<file path="src/rtl/mcr_pkg.sv">
package mcr_pkg;

    typedef enum logic {
        ST_IDLE = 1'b0,
        ST_SCAN = 1'b1
    } scan_state_e;

    function automatic int unsigned idx_bits(input int unsigned n);
        return (n <= 1) ? 1 : $clog2(n);
    endfunction

endpackage

</file>
<file path="src/rtl/mcr_ring_ptrs.sv">
module mcr_ring_ptrs #(
    parameter  int unsigned NSLOT = 16,
    localparam int unsigned SW    = mcr_pkg::idx_bits(NSLOT),
    localparam int unsigned CW    = $clog2(NSLOT + 1)
) (
    input  logic          clk,
    input  logic          rst_n,
    input  logic          push,
    input  logic          pop,
    output logic [SW-1:0] head,
    output logic [SW-1:0] tail,
    output logic [CW-1:0] count
);

    typedef struct packed {
        logic [SW-1:0] head;
        logic [SW-1:0] tail;
        logic [CW-1:0] count;
    } ring_t;

    ring_t r_q, r_d;

    function automatic logic [SW-1:0] step(input logic [SW-1:0] p);
        return (p == SW'(NSLOT - 1)) ? '0 : p + 1'b1;
    endfunction

    always_comb begin
        r_d = r_q;
        if (push) r_d.tail = step(r_q.tail);
        if (pop)  r_d.head = step(r_q.head);
        case ({push, pop})
            2'b10:   r_d.count = r_q.count + 1'b1;
            2'b01:   r_d.count = r_q.count - 1'b1;
            default: r_d.count = r_q.count;
        endcase
    end

    always_ff @(posedge clk or negedge rst_n) begin
        if (!rst_n) r_q <= '0;
        else        r_q <= r_d;
    end

    assign head  = r_q.head;
    assign tail  = r_q.tail;
    assign count = r_q.count;

endmodule

</file>
<file path="src/rtl/mcr_page_table.sv">
module mcr_page_table #(
    parameter  int unsigned NPAGE = 8,
    parameter  int unsigned NSLOT = 16,
    localparam int unsigned PW    = mcr_pkg::idx_bits(NPAGE),
    localparam int unsigned SW    = mcr_pkg::idx_bits(NSLOT)
) (
    input  logic          clk,
    input  logic          rst_n,
    input  logic          wr_en,
    input  logic [PW-1:0] wr_page,
    input  logic          wr_present,
    input  logic [SW-1:0] wr_slot,
    input  logic [PW-1:0] a_page,
    output logic          a_present,
    output logic [SW-1:0] a_slot,
    input  logic [PW-1:0] b_page,
    output logic          b_present,
    output logic [SW-1:0] b_slot
);

    typedef struct packed {
        logic [NPAGE-1:0]         present;
        logic [NPAGE-1:0][SW-1:0] slot;
    } table_t;

    table_t t_q, t_d;

    always_comb begin
        t_d = t_q;
        if (wr_en) begin
            t_d.present[wr_page] = wr_present;
            t_d.slot[wr_page]    = wr_slot;
        end
    end

    always_ff @(posedge clk or negedge rst_n) begin
        if (!rst_n) t_q <= '0;
        else        t_q <= t_d;
    end

    assign a_present = t_q.present[a_page];
    assign a_slot    = t_q.slot[a_page];
    assign b_present = t_q.present[b_page];
    assign b_slot    = t_q.slot[b_page];

endmodule

</file>
<file path="src/rtl/multicopy_ring_cache.sv">
module multicopy_ring_cache #(
    parameter  int unsigned NSLOT = 16,
    parameter  int unsigned NPAGE = 8,
    parameter  int unsigned BATCH = 4,
    localparam int unsigned SW    = mcr_pkg::idx_bits(NSLOT),
    localparam int unsigned PW    = mcr_pkg::idx_bits(NPAGE),
    localparam int unsigned CW    = $clog2(NSLOT + 1),
    localparam int unsigned BW    = $clog2(BATCH + 1)
) (
    input  logic          clk,
    input  logic          rst_n,
    input  logic [CW-1:0] low_water,
    input  logic          app_valid,
    input  logic [PW-1:0] app_page,
    input  logic          app_dirty,
    output logic          app_ready,
    input  logic          lk_valid,
    input  logic [PW-1:0] lk_page,
    output logic          lk_ack,
    output logic          lk_hit,
    output logic [SW-1:0] lk_slot,
    output logic          wb_valid,
    output logic [PW-1:0] wb_page,
    output logic          reclaiming,
    output logic [CW-1:0] occupancy
);
    import mcr_pkg::*;

    localparam logic [CW-1:0] SLOTS_C = CW'(NSLOT);

    typedef struct packed {
        logic          live;
        logic          refd;
        logic          dirty;
        logic [PW-1:0] page;
    } slot_t;

    typedef struct packed {
        slot_t [NSLOT-1:0] slots;
        scan_state_e       st;
        logic [BW-1:0]     left;
        logic              lk_ack;
        logic              lk_hit;
        logic [SW-1:0]     lk_slot;
        logic              wb_valid;
        logic [PW-1:0]     wb_page;
    } core_t;

    core_t c_q, c_d;

    logic [SW-1:0] head, tail;
    logic [CW-1:0] count;
    logic          push, pop;
    logic          map_we, map_pres;
    logic [PW-1:0] map_pg;
    logic [SW-1:0] map_slot;
    logic          a_present, b_present;
    logic [SW-1:0] a_slot, b_slot;

    logic          lk_hit_now, app_fire, scan_step, head_ref;
    slot_t         head_e;

    mcr_ring_ptrs #(.NSLOT(NSLOT)) u_ring (
        .clk   (clk),
        .rst_n (rst_n),
        .push  (push),
        .pop   (pop),
        .head  (head),
        .tail  (tail),
        .count (count)
    );

    mcr_page_table #(.NPAGE(NPAGE), .NSLOT(NSLOT)) u_table (
        .clk        (clk),
        .rst_n      (rst_n),
        .wr_en      (map_we),
        .wr_page    (map_pg),
        .wr_present (map_pres),
        .wr_slot    (map_slot),
        .a_page     (lk_page),
        .a_present  (a_present),
        .a_slot     (a_slot),
        .b_page     (app_page),
        .b_present  (b_present),
        .b_slot     (b_slot)
    );

    assign app_ready = (c_q.st == ST_IDLE) && (count != SLOTS_C);

    always_comb begin
        c_d      = c_q;
        push     = 1'b0;
        pop      = 1'b0;
        map_we   = 1'b0;
        map_pg   = '0;
        map_pres = 1'b0;
        map_slot = '0;

        lk_hit_now = lk_valid && a_present;
        app_fire   = app_valid && app_ready;
        scan_step  = (c_q.st == ST_SCAN) && (count != '0);
        head_e     = c_q.slots[head];
        // a hit landing on the slot under inspection counts as a reference
        head_ref   = head_e.refd || (lk_hit_now && (a_slot == head));

        c_d.lk_ack   = lk_valid;
        c_d.lk_hit   = lk_hit_now;
        c_d.lk_slot  = lk_hit_now ? a_slot : '0;
        c_d.wb_valid = 1'b0;
        c_d.wb_page  = '0;

        if (lk_hit_now) c_d.slots[a_slot].refd = 1'b1;

        if (app_fire) begin
            if (b_present) c_d.slots[b_slot].live = 1'b0;
            c_d.slots[tail] = '{live: 1'b1, refd: 1'b0, dirty: app_dirty, page: app_page};
            map_we   = 1'b1;
            map_pg   = app_page;
            map_pres = 1'b1;
            map_slot = tail;
            push     = 1'b1;
        end

        if (scan_step) begin
            pop = 1'b1;
            c_d.slots[head].live = 1'b0;
            c_d.slots[head].refd = 1'b0;
            if (head_e.live && head_ref) begin
                // second chance: the tail write wins when head equals tail
                c_d.slots[tail] = '{live: 1'b1, refd: 1'b0, dirty: head_e.dirty, page: head_e.page};
                push     = 1'b1;
                map_we   = 1'b1;
                map_pg   = head_e.page;
                map_pres = 1'b1;
                map_slot = tail;
            end else if (head_e.live) begin
                map_we   = 1'b1;
                map_pg   = head_e.page;
                map_pres = 1'b0;
                if (head_e.dirty) begin
                    c_d.wb_valid = 1'b1;
                    c_d.wb_page  = head_e.page;
                end
            end
        end

        case (c_q.st)
            ST_IDLE: begin
                if ((count != '0) && ((SLOTS_C - count) < low_water)) begin
                    c_d.st   = ST_SCAN;
                    c_d.left = BW'(BATCH);
                end
            end
            default: begin
                if ((count == '0) || (c_q.left == BW'(1))) c_d.st = ST_IDLE;
                else                                       c_d.left = c_q.left - 1'b1;
            end
        endcase
    end

    always_ff @(posedge clk or negedge rst_n) begin
        if (!rst_n) c_q <= '0;
        else        c_q <= c_d;
    end

    assign lk_ack     = c_q.lk_ack;
    assign lk_hit     = c_q.lk_hit;
    assign lk_slot    = c_q.lk_slot;
    assign wb_valid   = c_q.wb_valid;
    assign wb_page    = c_q.wb_page;
    assign reclaiming = (c_q.st == ST_SCAN);
    assign occupancy  = count;

endmodule

</file>
<file path="config.mk">
export PLATFORM = sky130hd
export DESIGN_NAME = multicopy_ring_cache
export DESIGN_NICKNAME = d
export VERILOG_FILES = /design/src/rtl/mcr_pkg.sv /design/src/rtl/mcr_ring_ptrs.sv /design/src/rtl/mcr_page_table.sv /design/src/rtl/multicopy_ring_cache.sv
export SDC_FILE = /design/constraint.sdc
export NUM_CORES = 1
export LEC_CHECK = 0
export BUFFER_PORTS_ARGS = -buffer_cell sky130_fd_sc_hd__buf_2
export CAP_MARGIN = 20
export CORE_ASPECT_RATIO = 1.4
export CORE_MARGIN = 1.5
export CORE_UTILIZATION = 38
export DETAILED_ROUTE_END_ITERATION = 10
export GPL_TIMING_DRIVEN = 0
export PLACE_DENSITY = 0.57
export SETUP_SLACK_MARGIN = 0.2
export SLEW_MARGIN = 20
export SYNTH_ARGS = -nofsm -noshare
export SYNTH_HDL_FRONTEND = slang
export SYNTH_SLANG_ARGS = --single-unit
</file>
<file path="constraint.sdc">
create_clock -name clk -period 5.24 [get_ports clk]
set_clock_uncertainty 0.1 [all_clocks]
set_input_delay 1.048 -clock clk [delete_from_list [all_inputs] [get_ports clk]]
set_output_delay 1.048 -clock clk [all_outputs]
set_load 0.02 [all_outputs]
</file>
==> results of run 1 <==
final timing paths:
kind / startpoint / end / slack (ns) / depth (start not counted)
worst max register to register: u_ring.head[0] / u_ring.count[4] / 0.66 / 19
worst min-delay path: u_table.t_q[4] / u_table.t_q[4] / 0.42 / 1
min in group asynchronous: rst_n / u_ring.count[4] / 0.47 / 1
worst min register to register: u_table.t_q[4] / u_table.t_q[4] / 0.42 / 1
worst max-delay path: lk_page[1] / u_ring.count[4] / 0.58 / 18
max in group asynchronous: rst_n / c_q[52] / 3.71 / 2
cells by family (layout without fill, tap and decap cells):
kind of cell | Yosys count | in the layout
multiplexers | 230 | 230
AND/OR/NAND/NOR | 181 | 181
flip-flops | 163 | 163
AO/OA/AOI/OAI | 113 | 113
buffers and inverters | 86 | 150
adder cells (fa/ha/maj) | 21 | 21
XOR/XNOR | 16 | 16
flip-flops by register name, summed over array words and instances, names as in the netlist:
| register | flops |
|---|---|
| lk_ack | 1 |
| u_ring.tail | 4 |
| reclaiming | 1 |
| wb_page | 3 |
| lk_hit | 1 |
| wb_valid | 1 |
| c_q | 99 |
| u_ring.head | 4 |
| lk_slot | 4 |
| u_table.t_q | 40 |
| u_ring.count | 5 |
routing by layer:
metal / up-vias / track usage, %
li1: 3070 / -
met1: 3463 / 27.8
met2: 211 / 36.9
met3: 81 / 4.01
met4: 0 / 14.0
met5: - / 0
Yosys cell counts, drive strengths merged (9+ instances only):
cell type,count,area share [%]
nand2,42,1.6
clkbuf,31,1.2
xnor2,11,1.0
o2bb2ai,9,0.82
o21ai,51,2.7
mux4,43,10
ha,21,2.7
nor2,38,2.3
and2,9,0.59
nor3,18,1.1
inv,28,1.1
mux2,48,5.7
nand3,33,1.7
buf,27,1.9
a21oi,25,1.3
mux2i,139,15
dfrtp,163,43
worst reg2reg max path: cells and delay by family, from the launching register on:
kind,cells,cell delay (ns)
buf+inv,6,1.38
compound gates,6,1.68
fa+ha+maj,2,0.37
simple gates,2,0.18
xor+xnor,3,0.39
flops,1,0.37
area by class of cell:
type                    instances  area share [%]
plain buffers                  58            2.80
clock buffers                  20            4.15
clock inverters                10            1.03
inverters                      28           0.975
multi-input cells             561            47.5
flip-flops and latches        163            37.9
well taps                     315            3.66
repair buffers                 34            2.00
metrics by stage:
stage,worst slack (ns),area (sq um),util (%)
global placement,-0.397,10100,40.9
finish,0.577,10800,43.7
CTS,0.247,10700,43.4
floorplan,0.577,9560,-
detailed placement,-0.407,10100,41.1
global route,0.225,10800,43.7
layout by cell type (no fill, tap or decap), types with 4 or more instances in the layout:
cell       count
a21oi_1       25
and2_1         9
and3_1         4
buf_2         38
buf_4         17
clkbuf_1      31
clkbuf_16     17
clkinv_2       4
dfrtp_1      163
ha_1          21
inv_1         28
mux2_1        22
mux2_2        26
mux2i_1      136
mux4_2        42
nand2_1       42
nand2b_1       6
nand3_1       33
nand4b_2       4
nor2_1        27
nor2_4        10
nor2b_1        7
nor3_1        16
nor3b_1        6
o21ai_0       46
o2bb2ai_1      9
o31ai_1        6
xnor2_1       11
xor2_1         5
timing repair:
action                                  in CTS  in global routing
endpoints found under the setup margin       1                  2
resized for setup                            4                  6
hold endpoints to repair                     0                  0
setup buffers                                0                  5
where the power goes:
| group | total (uW) | internal, uW | switching [uW] |
|---|---|---|---|
| combinational | 2920 | 1190 | 1740 |
| clock | 1220 | 705 | 514 |
| sequential | 1960 | 1680 | 281 |
| total | 6110 | 3580 | 2530 |
==> metrics.md, run 1 <==
| Metric | Value |
|---|---|
| Clk root buf | clkbuf_16 |
| CP Cell Sequence | buf_6, mux4_2, mux2i_4, xnor2_1, or3_1, o211ai_2, buf_2, inv_1, ha_1, clkbuf_1, xor2_1, ha_1, o21ai_0, a21oi_1, a21oi_1, xor2_1, nor2_1, xnor2_1 |
| CTS tree | built |
| Final WL | 28.0 mm |
| Fmax | 214 MHz |
| PD cells | 567 nW/um^2 |
| Fill cells | 2373 |
| Post-synthesis mux area share | 30.7% |
| Cell Count, Final, Fillers Out | 1189 |
| Number of remaining DRC errors | 0 |
| Crit path time final | 4.66 ns |
| PortBufs | 28 |
| Max-cap viol count | 0 |
| Fin nets | 900 |
| RSZ-0062 raised after global routing | false |
| Starting Density | 38.7% |
| Worst-skew pair later-pin latency | 0.43 ns |
| CTS max path bufs | 2 |
| Max Used Layer | met4 |
| Post-synthesis cell count | 810 |
| Chip Width | 137 microns |
| Gr usage total | 22.7% |
| Total power | 6110 uW |
| Die area | 26100 sq um |
| TritonCTS Buffers | 17 |
| CP required | 5.46 ns |
| Worst-Margin Slew | 0.938 ns |
| Reg area | 4080 sq um |
| CP Max Fanout | 10 |
| Total core area | 24700 sq um |
| Crit start category | primary input |
| Compound-Gate Fraction of Synth Area | 7.49% |
| Dominant combinational cell family by area after synthesis | multiplexers |
| First-pass GRT wire length | 43.3 mm |
| Final setup violation count | 0 |
| Synth warn | 0 |
| Overflow left after global routing | 0 |
| Final setup TNS | 0 ns |
| Metal3 WL | 1.00 mm |
| DR pass1 iterations | 6 |
| Placed insts | 1154 |
| Status | finished, final reports clean |
| LEAKAGE | 0.00514 uW |
| Footprint of the multi-input gates | 5120 sq um |
| Post-Synth Simple-Gate Area | 10.7% |
| Post-Synth XOR/XNOR Area | 1.47% |
| Post-synthesis adder-cell area fraction | 2.75% |
| DP Wirelength | 20.0 mm |
| Period utilization | 89.0% |
| Library cells used by synthesis | 60 |
| Worst path slowest cell | mux4_2 |
| Net Count, Synth | 847 |
| Worst EP arrival | 4.88 ns |
| Number of clock sinks | 163 |
| CP top delay family | multiplexers |
| Count of final hold-check violations | 0 |
| Ports | 33 |
| H-tree levels | 4 |
| DIE HEIGHT | 191 microns |
| CP max stage delay | 0.54 ns |
| Post-synth EDFFs | 0 |
| Synthesis-stage register bit count | 163 |
| Peak VDD IR | 0.342 mV |
| Share of cells above drive strength 1 | 21.7% |
| Type of the worst setup path | primary input to flop |
| Vias | 6825 |
| Hold Crit Class | flop to flop |
| Row cnt | 68 |
| Syn Area/Cell | 11.8 sq um |
| Pin count of the biggest net entering global routing | 88 |
| Drt initial violations | 403 |
| Vias per cell | 5.74 |
| Initial antenna violation count | 0 |
| Number of global-route vias before repair | 7108 |
| Worst-path clk slew | 0.06 ns |
| Min Hold Slack | 0.421 ns |
| Primary FF master, synth | dfrtp_1 |
| Placer Congestion | 0.868 |
| WL met1 | 11.5 mm |
| # hold bufs at CTS | 0 |
| Relative slew slack | 35.9% |
| Synth-to-layout area growth | 12.7% |
| DRT antenna net count | 0 |
| WL met2 | 13.8 mm |
| Final Slew Violations | 0 |
| Asr flop ratio synth | 100% |
| Wirelength per Cell | 23.5 microns |
| Register area share after synthesis | 42.7% |
| Synthesized area | 9560 sq um |
| Worst setup EP type | flop |
| Diodes inserted | 0 |
| Worst Path Buf+Inv | 4 |
Note: power is estimated with default switching activity, not from simulation.
==> inputs of run 2 (changes only) <==
- RECOVER_POWER: default -> 50
- SYNTH_HIERARCHICAL: default -> 1
==> run 2 against run 1 <==
The flow now finishes with violations (max-capacitance violations, max-slew violations). Count of clock-buffer cells in the layout is 1 higher. Sequential power is 3% higher. Sequential share of layout area is 3.5 points higher. Fmax is 3.0% lower. First-iteration DRC count is 19% higher. Global-route usage hardly changed. Synthesized cell count is 13% lower. Critical endpoint is now u_ring/count[4].
==> metrics.md, run 2 <==
| Metric | Value |
|---|---|
| Status | finished with violations |
| Failing checks | max-capacitance violations, max-slew violations |
| Synthesis-stage register bit count | 163 (unchanged) |
| Crit start category | primary input |
| Crit path time final | 4.80 ns (+0.142 ns) |
| Vias | 6429 (-5.8%) |
| Ranking of synthesized cells by area | dfrtp_1 47%, mux2_2 7.0%, a22o_1 6.5%, mux4_1 6.1%, mux4_2 4.9% |
| Post-synth EDFFs | 0 (unchanged) |
| Count of final hold-check violations | 0 (unchanged) |
| DP Wirelength | 18.7 mm (-6.4%) |
| Worst reg2reg path depth | 12 (-7) |
| Worst-skew pair later-pin latency | 0.44 ns (about the same) |
| Total power | 5790 uW (-5.2%) |
| Peak VDD IR | 0.406 mV (+19%) |
| Vias per cell | 6.02 (+4.9%) |
| H-tree levels | 4 (unchanged) |
| Overflow left after global routing | 0 (unchanged) |
| Cts repair resizes | 0 (-4) |
| Placed insts | 1036 (-10%) |
| Most frequent cells in the layout | 163 x dfrtp_1, 64 x a22o_1, 54 x mux2_2, 44 x nand2_1, 32 x nor2_1 |
| Worst-path clk slew | 0.06 ns (about the same) |
| Setup WS pre-CTS | -0.000133 ns (+0.407 ns) |
| Drt initial violations | 479 (+19%) |
| Library cells used by synthesis | 60 (unchanged) |
| Post-CTS Setup Inserts | 0 (unchanged) |
| Setup crit end | u_ring/count[4] |
| Final Cell Area | 9860 sq um (-8.5%) |
| Top reg by flops | c_q |
| Number of global-route vias before repair | 6852 (-3.6%) |
| Row cnt | 65 (-4.4%) |
| Worst-Margin Slew | 3.79 ns (+2.85 ns) |
| Pin count of the biggest net entering global routing | 83 (-5.7%) |
| Ports | 33 (unchanged) |
| Fin nets | 785 (-13%) |
| Synth top cells by count | 163 x dfrtp_1, 64 x a22o_1, 54 x mux2_2, 44 x nand2_1, 32 x nor2_1 |
| Max-cap viol count | 1 (+1) |
| Synth warn | 6 (+6) |
| Leading cell type in the layout, fill and taps excluded | dfrtp_1 |
| RR Startpoint | u_ring/count[1] |
| Number of clock sinks | 163 (unchanged) |
| # hold bufs at CTS | 0 (unchanged) |
| PortBufs | 30 (+7.1%) |
| Initial antenna violation count | 0 (unchanged) |
| Cell Count, Final, Fillers Out | 1068 (-10%) |
| Relative slew slack | -153% (-190 points) |
| Primary FF master, synth | dfrtp_1 |
| Slack of the worst reg-to-reg path | 0.61 ns (-0.05 ns) |
| Syn Area/Cell | 12.4 sq um (+4.7%) |
| RR Endpoint | u_table/t_q[24] |
| CP Launch Point | lk_page[2] |
| Final WL | 25.5 mm (-8.7%) |
| Fmax | 208 MHz (-3.0%) |
| Largest register FFs | 99 (unchanged) |
| CP required | 5.46 ns (about the same) |
| CTS max path bufs | 2 (unchanged) |
| Register area share after synthesis | 47.0% (+4.3 points) |
| Worst EP arrival | 5.02 ns (+0.14 ns) |
| Synth-to-layout area growth | 13.5% |
| Chip Width | 131 microns (-4.6%) |
| Asr flop ratio synth | 100% (unchanged) |
| DR pass1 iterations | 5 (-1) |
| Placed Instance Area | 9260 sq um (-8.5%) |
| DRT antenna net count | 0 (unchanged) |
| Placer Congestion | 0.939 (+8.2%) |
| Diodes inserted | 0 (unchanged) |
| Clk root buf | clkbuf_16 |
| DIE HEIGHT | 182 microns (-4.6%) |
| Min Hold Slack | 0.397 ns (-0.0233 ns) |
| Final Slew Violations | 82 (+82) |
| PD cells | 587 nW/um^2 (+3.6%) |
| Fill cells | 2090 (-12%) |
| CTS tree | built |
| Net Count, Synth | 734 (-13%) |
| Worst Slack Setup Final | 0.435 ns (-0.142 ns) |
| Area share of the largest cell type after synthesis | 47.0% (+4.3 points) |
| Hold Crit Class | flop to flop |
| Period utilization | 91.7% (+2.7 points) |
| Final setup violation count | 0 (unchanged) |
| Gr usage total | 22.7% (+0.041 points) |
| Worst setup EP type | flop |
| CP Max Fanout | 10 (unchanged) |
| Number of remaining DRC errors | 0 (unchanged) |
| Type of the worst setup path | primary input to flop |
| Most frequent cell after synthesis | dfrtp_1 |
| Total core area | 22500 sq um (-8.7%) |
| TritonCTS Buffers | 17 (unchanged) |
| Wirelength per Cell | 23.9 microns (+1.6%) |
| Synthesized area | 8690 sq um (-9.1%) |
| Starting Density | 38.6% (-0.18 points) |
| LEAKAGE | 0.00455 uW (-12%) |
| Cell taking the most area after synthesis | dfrtp_1 |
| RSZ-0062 raised after global routing | false |
| Share of cells above drive strength 1 | 24.1% (+2.4 points) |
| First-pass GRT wire length | 39.3 mm (-9.3%) |
| Die area | 23800 sq um (-9.0%) |
| Post-synthesis cell count | 703 (-13%) |
## run 2: cell count changes in the layout (fill, tap and decap cells not counted), sizes merged, moves of 8 or more
cell,before,now
nand3,33,15
o21ai,51,38
nand4,0,8
o2bb2ai,9,1
clkbuf,51,38
o221ai,0,9
a22o,0,65
mux2i,139,8
buf,61,52
inv,28,18
## run 2: cell type report
| class | instances | area [sq um] | area share, % |
|---|---|---|---|
| Tap cell | 301 | 377 | 3.82 |
| Clock buffer | 21 | 480 | 4.87 |
| Multi-Input combinational cell | 484 | 4300 | 43.6 |
| Inverter | 18 | 67.6 | 0.685 |
| Clock inverter | 11 | 128 | 1.29 |
| Timing Repair Buffer | 32 | 183 | 1.85 |
| Sequential cell | 163 | 4080 | 41.4 |
| Buffer | 38 | 246 | 2.50 |
## run 2: through the flow
step / util [%] / TNS, ns
floorplan: - / 0
global placement: 40.9 / 0
detailed placement: 41.1 / -0.000133
CTS: 43.8 / 0
global route: 43.8 / 0
finish: 43.8 / 0
## run 2: worst min path at each step
stage	start	end	depth (start not counted)
2_1_floorplan	c_q[101]	c_q[101]	1
3_3_place_gp	c_q[62]	c_q[62]	1
3_5_place_dp	c_q[95]	c_q[95]	1
4_1_cts	c_q[95]	c_q[95]	1
5_1_grt	c_q[101]	c_q[101]	1
6_report	c_q[32]	c_q[32]	1
## run 2: critical path: stages
cell	delay [ns]
clkbuf_1	0.52
mux4_1	0.40
mux2_2	0.30
and2_1	0.14
clkbuf_1	0.21
a32o_1	0.39
o2bb2ai_4	0.25
nand2_1	0.21
inv_1	0.18
ha_1	0.21
buf_6	0.14
xor2_1	0.16
ha_1	0.22
o21ai_0	0.10
a311oi_1	0.25
o21ai_0	0.13
xor2_1	0.16
## run 2: kinds of logic (layout without fill, tap and decap cells)
family,Yosys count,after routing,synth area share (%)
muxes,101,101,18.9
and+or+nand+nor,178,178,11.1
DFF,163,163,47.0
AOI/OAI and AO/OA,176,176,15.9
adders and majority gates,15,15,2.16
buffers and inverters,56,120,3.62
xor gates and xnor gates,14,14,1.41
## run 2: routing by layer
metal,vias up,wire [microns],global-route usage (%)
met3,95,1050,5.01
met1,3290,9630,25.1
met2,221,13200,38.8
li1,2823,-,-
met4,0,1590,14.8
met5,-,0,0
## run 2: power breakdown
| group | internal, uW | switching [uW] |
|---|---|---|
| combinational | 1060 | 1440 |
| clock | 752 | 522 |
| sequential | 1660 | 360 |
| total | 3470 | 2320 |
==> inputs of run 3 (changes only) <==
- ABC_AREA: default -> 1
==> run 3 against run 2 <==
The flow still finishes with violations (max-capacitance violations, max-slew violations). Global-route usage rose by 2.8 points. First-iteration DRC count increased by 50%. Fmax increased by 3.7%. Non-clock buffer count up 23. Register-to-register slack gained 0.18 ns. Cell count is 89% higher. Design area up 19%. Critical endpoint unchanged.
==> metrics.md, run 3 <==
| Metric | Value |
|---|---|
| Number of clock sinks | 163 (unchanged) |
| Max-cap viol count | 1 (unchanged) |
| Period utilization | 88.4% (-3.3 points) |
| Final WL | 35.0 mm (+37%) |
| Final setup TNS | 0 ns (unchanged) |
| PD cells | 585 nW/um^2 (-0.47%) |
| Leading cell type in the layout, fill and taps excluded | nand2_1 |
| TritonCTS Buffers | 17 (unchanged) |
| Vias | 10.2k (+59%) |
| Wirelength per Cell | 17.3 microns (-27%) |
| Most frequent cells in the layout | 632 x nand2_1, 211 x inv_1, 163 x dfrtp_1, 152 x o21ai_0, 97 x nor2_1 |
| DRT antenna net count | 0 (unchanged) |
| Total core area | 27100 sq um (+20%) |
| Net Count, Synth | 1617 (+120%) |
| Area share of the largest cell type after synthesis | 38.7% (-8.2 points) |
| RR Startpoint | u_ring/count[0] |
| Worst setup EP type | flop |
| Register area share after synthesis | 38.7% (-8.2 points) |
| Ports | 33 (unchanged) |
| Hold Path Origin | u_table/t_q[35] |
| CP required | 5.47 ns (about the same) |
| Number of remaining DRC errors | 0 (unchanged) |
| Status | finished with violations |
| Initial antenna violation count | 1 (+1) |
| DP Wirelength | 25.9 mm (+38%) |
| Cell taking the most area after synthesis | dfrtp_1 |
| CP max stage delay | 0.28 ns (-0.24 ns) |
| CP Max Fanout | 10 (unchanged) |
| Relative slew slack | -148% (+5.1 points) |
| Final Slew Violations | 75 (-8.5%) |
| Primary FF master, synth | dfrtp_1 |
| Synth warn | 6 (unchanged) |
| RSZ-0062 raised after global routing | false |
| Library cells used by synthesis | 38 (-37%) |
| Worst-path clk slew | 0.06 ns (about the same) |
| Overflow left after global routing | 0 (unchanged) |
| Worst Path Buf+Inv | 8 (+4) |
| Hold Crit Class | flop to flop |
| Worst path slowest cell | ha_1 |
| Row cnt | 71 (+9.2%) |
| Number of global-route vias before repair | 9988 (+46%) |
| Top reg by flops | c_q |
| Crit path time final | 4.63 ns (-0.170 ns) |
| Final setup violation count | 0 (unchanged) |
| Min Hold Slack | 0.385 ns (-0.0122 ns) |
| # hold bufs at CTS | 0 (unchanged) |
| Crit start category | primary input |
| CTS max path bufs | 2 (unchanged) |
| Failing checks | max-capacitance violations, max-slew violations |
| Pin count of the biggest net entering global routing | 90 (+8.4%) |
| Most frequent cell after synthesis | nand2_1 |
| Fmax | 216 MHz (+3.7%) |
| Synthesis-stage register bit count | 163 (unchanged) |
| Largest register FFs | 99 (unchanged) |
| Post-synthesis cell count | 1586 (+130%) |
| CP top delay family | simple AND/OR/NAND/NOR gates |
| LEAKAGE | 0.00643 uW (+41%) |
| Gr usage total | 25.5% (+2.8 points) |
| Most common cell on crit path | nand2_1 |
| Asr flop ratio synth | 100% (unchanged) |
| Vias per cell | 5.07 (-16%) |
| DIE HEIGHT | 200 microns (+9.9%) |
| DR pass1 iterations | 7 (+2) |
| Worst-skew pair later-pin latency | 0.45 ns (about the same) |
| Fin nets | 1669 (+110%) |
| Post-synth EDFFs | 0 (unchanged) |
| Clk root buf | clkbuf_16 |
| First-pass GRT wire length | 54.8 mm (+39%) |
| Worst-Margin Slew | 3.72 ns (-0.0759 ns) |
| Die area | 28700 sq um (+21%) |
| Count of final hold-check violations | 0 (unchanged) |
| Synth-to-layout area growth | 11.7% |
| Ranking of synthesized cells by area | dfrtp_1 39%, nand2_1 23%, inv_1 7.5%, o21ai_0 7.2%, nand4_1 4.0% |
| Synthesized area | 10500 sq um (+21%) |
| Syn Area/Cell | 6.64 sq um (-46%) |
| PortBufs | 32 (+6.7%) |
| Placer Congestion | 0.930 (-1.0%) |
| Drt initial violations | 717 (+50%) |
| Chip Width | 144 microns (+9.9%) |
| Share of cells above drive strength 1 | 8.79% (-15 points) |
| Peak VDD IR | 0.304 mV (-25%) |
| Type of the worst setup path | primary input to flop |
| Starting Density | 38.9% (+0.29 points) |
| H-tree levels | 4 (unchanged) |
| Worst EP arrival | 4.86 ns (-0.16 ns) |
| CP Launch Point | lk_page[0] |
| CTS tree | built |
| Synth top cells by count | 632 x nand2_1, 211 x inv_1, 163 x dfrtp_1, 152 x o21ai_0, 98 x nor2_1 |
## run 3: worst paths after layout
check	endpoint	slack, ns	cells after the start
worst max register to register	u_ring/count[4]	0.79	21
worst min-delay path	u_table/t_q[35]	0.39	2
max in group asynchronous	c_q[54]	0.93	1
min in group asynchronous	u_table/t_q[18]	1.99	1
worst max-delay path	u_ring/count[4]	0.61	30
worst min register to register	u_table/t_q[35]	0.39	2
## run 3: where the power goes
part | internal, uW | switching [uW] | leakage [uW] | total (uW)
logic | 1050 | 2580 | 0.00406 | 3630
clock network | 734 | 543 | 0.000292 | 1280
registers | 1690 | 272 | 0.00207 | 1960
## run 3: cell type report
class | count | area [sq um]
fill | 2909 | 15300
multi-input combinational | 1144 | 5260
sequential | 163 | 4080
inverter | 219 | 822
clock buffer | 21 | 470
tap | 365 | 457
buffer | 60 | 368
timing repair buffer | 33 | 188
clock inverter | 10 | 108
antenna | 1 | 2.50
## run 3: worst reg2reg max path, stage by stage (launching register included)
cell and delay (ns):
dfrtp_1 0.46, inv_1 0.10, ha_1 0.23, nor3b_1 0.17, ha_1 0.22, nor2_2 0.62, inv_1 0.22, nor2_2 0.26
buf_4 0.24, nand2_1 0.17, nand2_1 0.22, inv_1 0.12, ha_1 0.28, nor2_1 0.20, nor2_4 0.07, ha_1 0.18
clkinv_1 0.04, nand2_1 0.08, nand3_1 0.13, nand3b_1 0.09, nand3_1 0.09, nand2_1 0.05
## run 3: through the flow
stage | utilization, % | setup slack, ns | cells | cell area, sq um | power, uW
4_1_cts | 43.4 | 0.596 | 2015 | 11800 | 6860
2_1_floorplan | - | 1.14 | 1586 | 10500 | 4420
5_1_grt | 43.4 | 0.163 | 2016 | 11800 | 7420
3_3_place_gp | 41.1 | 0.187 | 1983 | 11100 | 5520
6_report | 43.4 | 0.606 | 2016 | 11800 | 6870
3_5_place_dp | 41.3 | 0.161 | 1984 | 11200 | 5570
## run 3: timing repair
action | in CTS | in global routing
endpoints found under the setup margin | 0 | 1
gates resized for setup | 0 | 2
hold endpoints to repair | 0 | 0
buffers inserted | 0 | 0
## run 3: routing by layer
layer	vias to the layer above	share of wire, %	GRT usage, %
met3	92	4.7	3.60
met1	4706	42	31.0
li1	5098	-	-
met4	0	4.4	13.5
met5	-	0	0
met2	328	49	43.7
## run 3: cell families (layout without fill, tap and decap cells)
group                    Yosys count  after routing  synth area share (%)
flip-flops                       163            163                  38.7
adder cells (fa/ha/maj)           15             15                  1.78
multiplexers                       7              7                 0.678
XOR/XNOR                           7              7                 0.582
other                              0              1                     0
AO/OA/AOI/OAI                    199            199                  9.79
AND/OR/NAND/NOR                  916            916                  37.1
buffers and inverters            279            343                  11.3
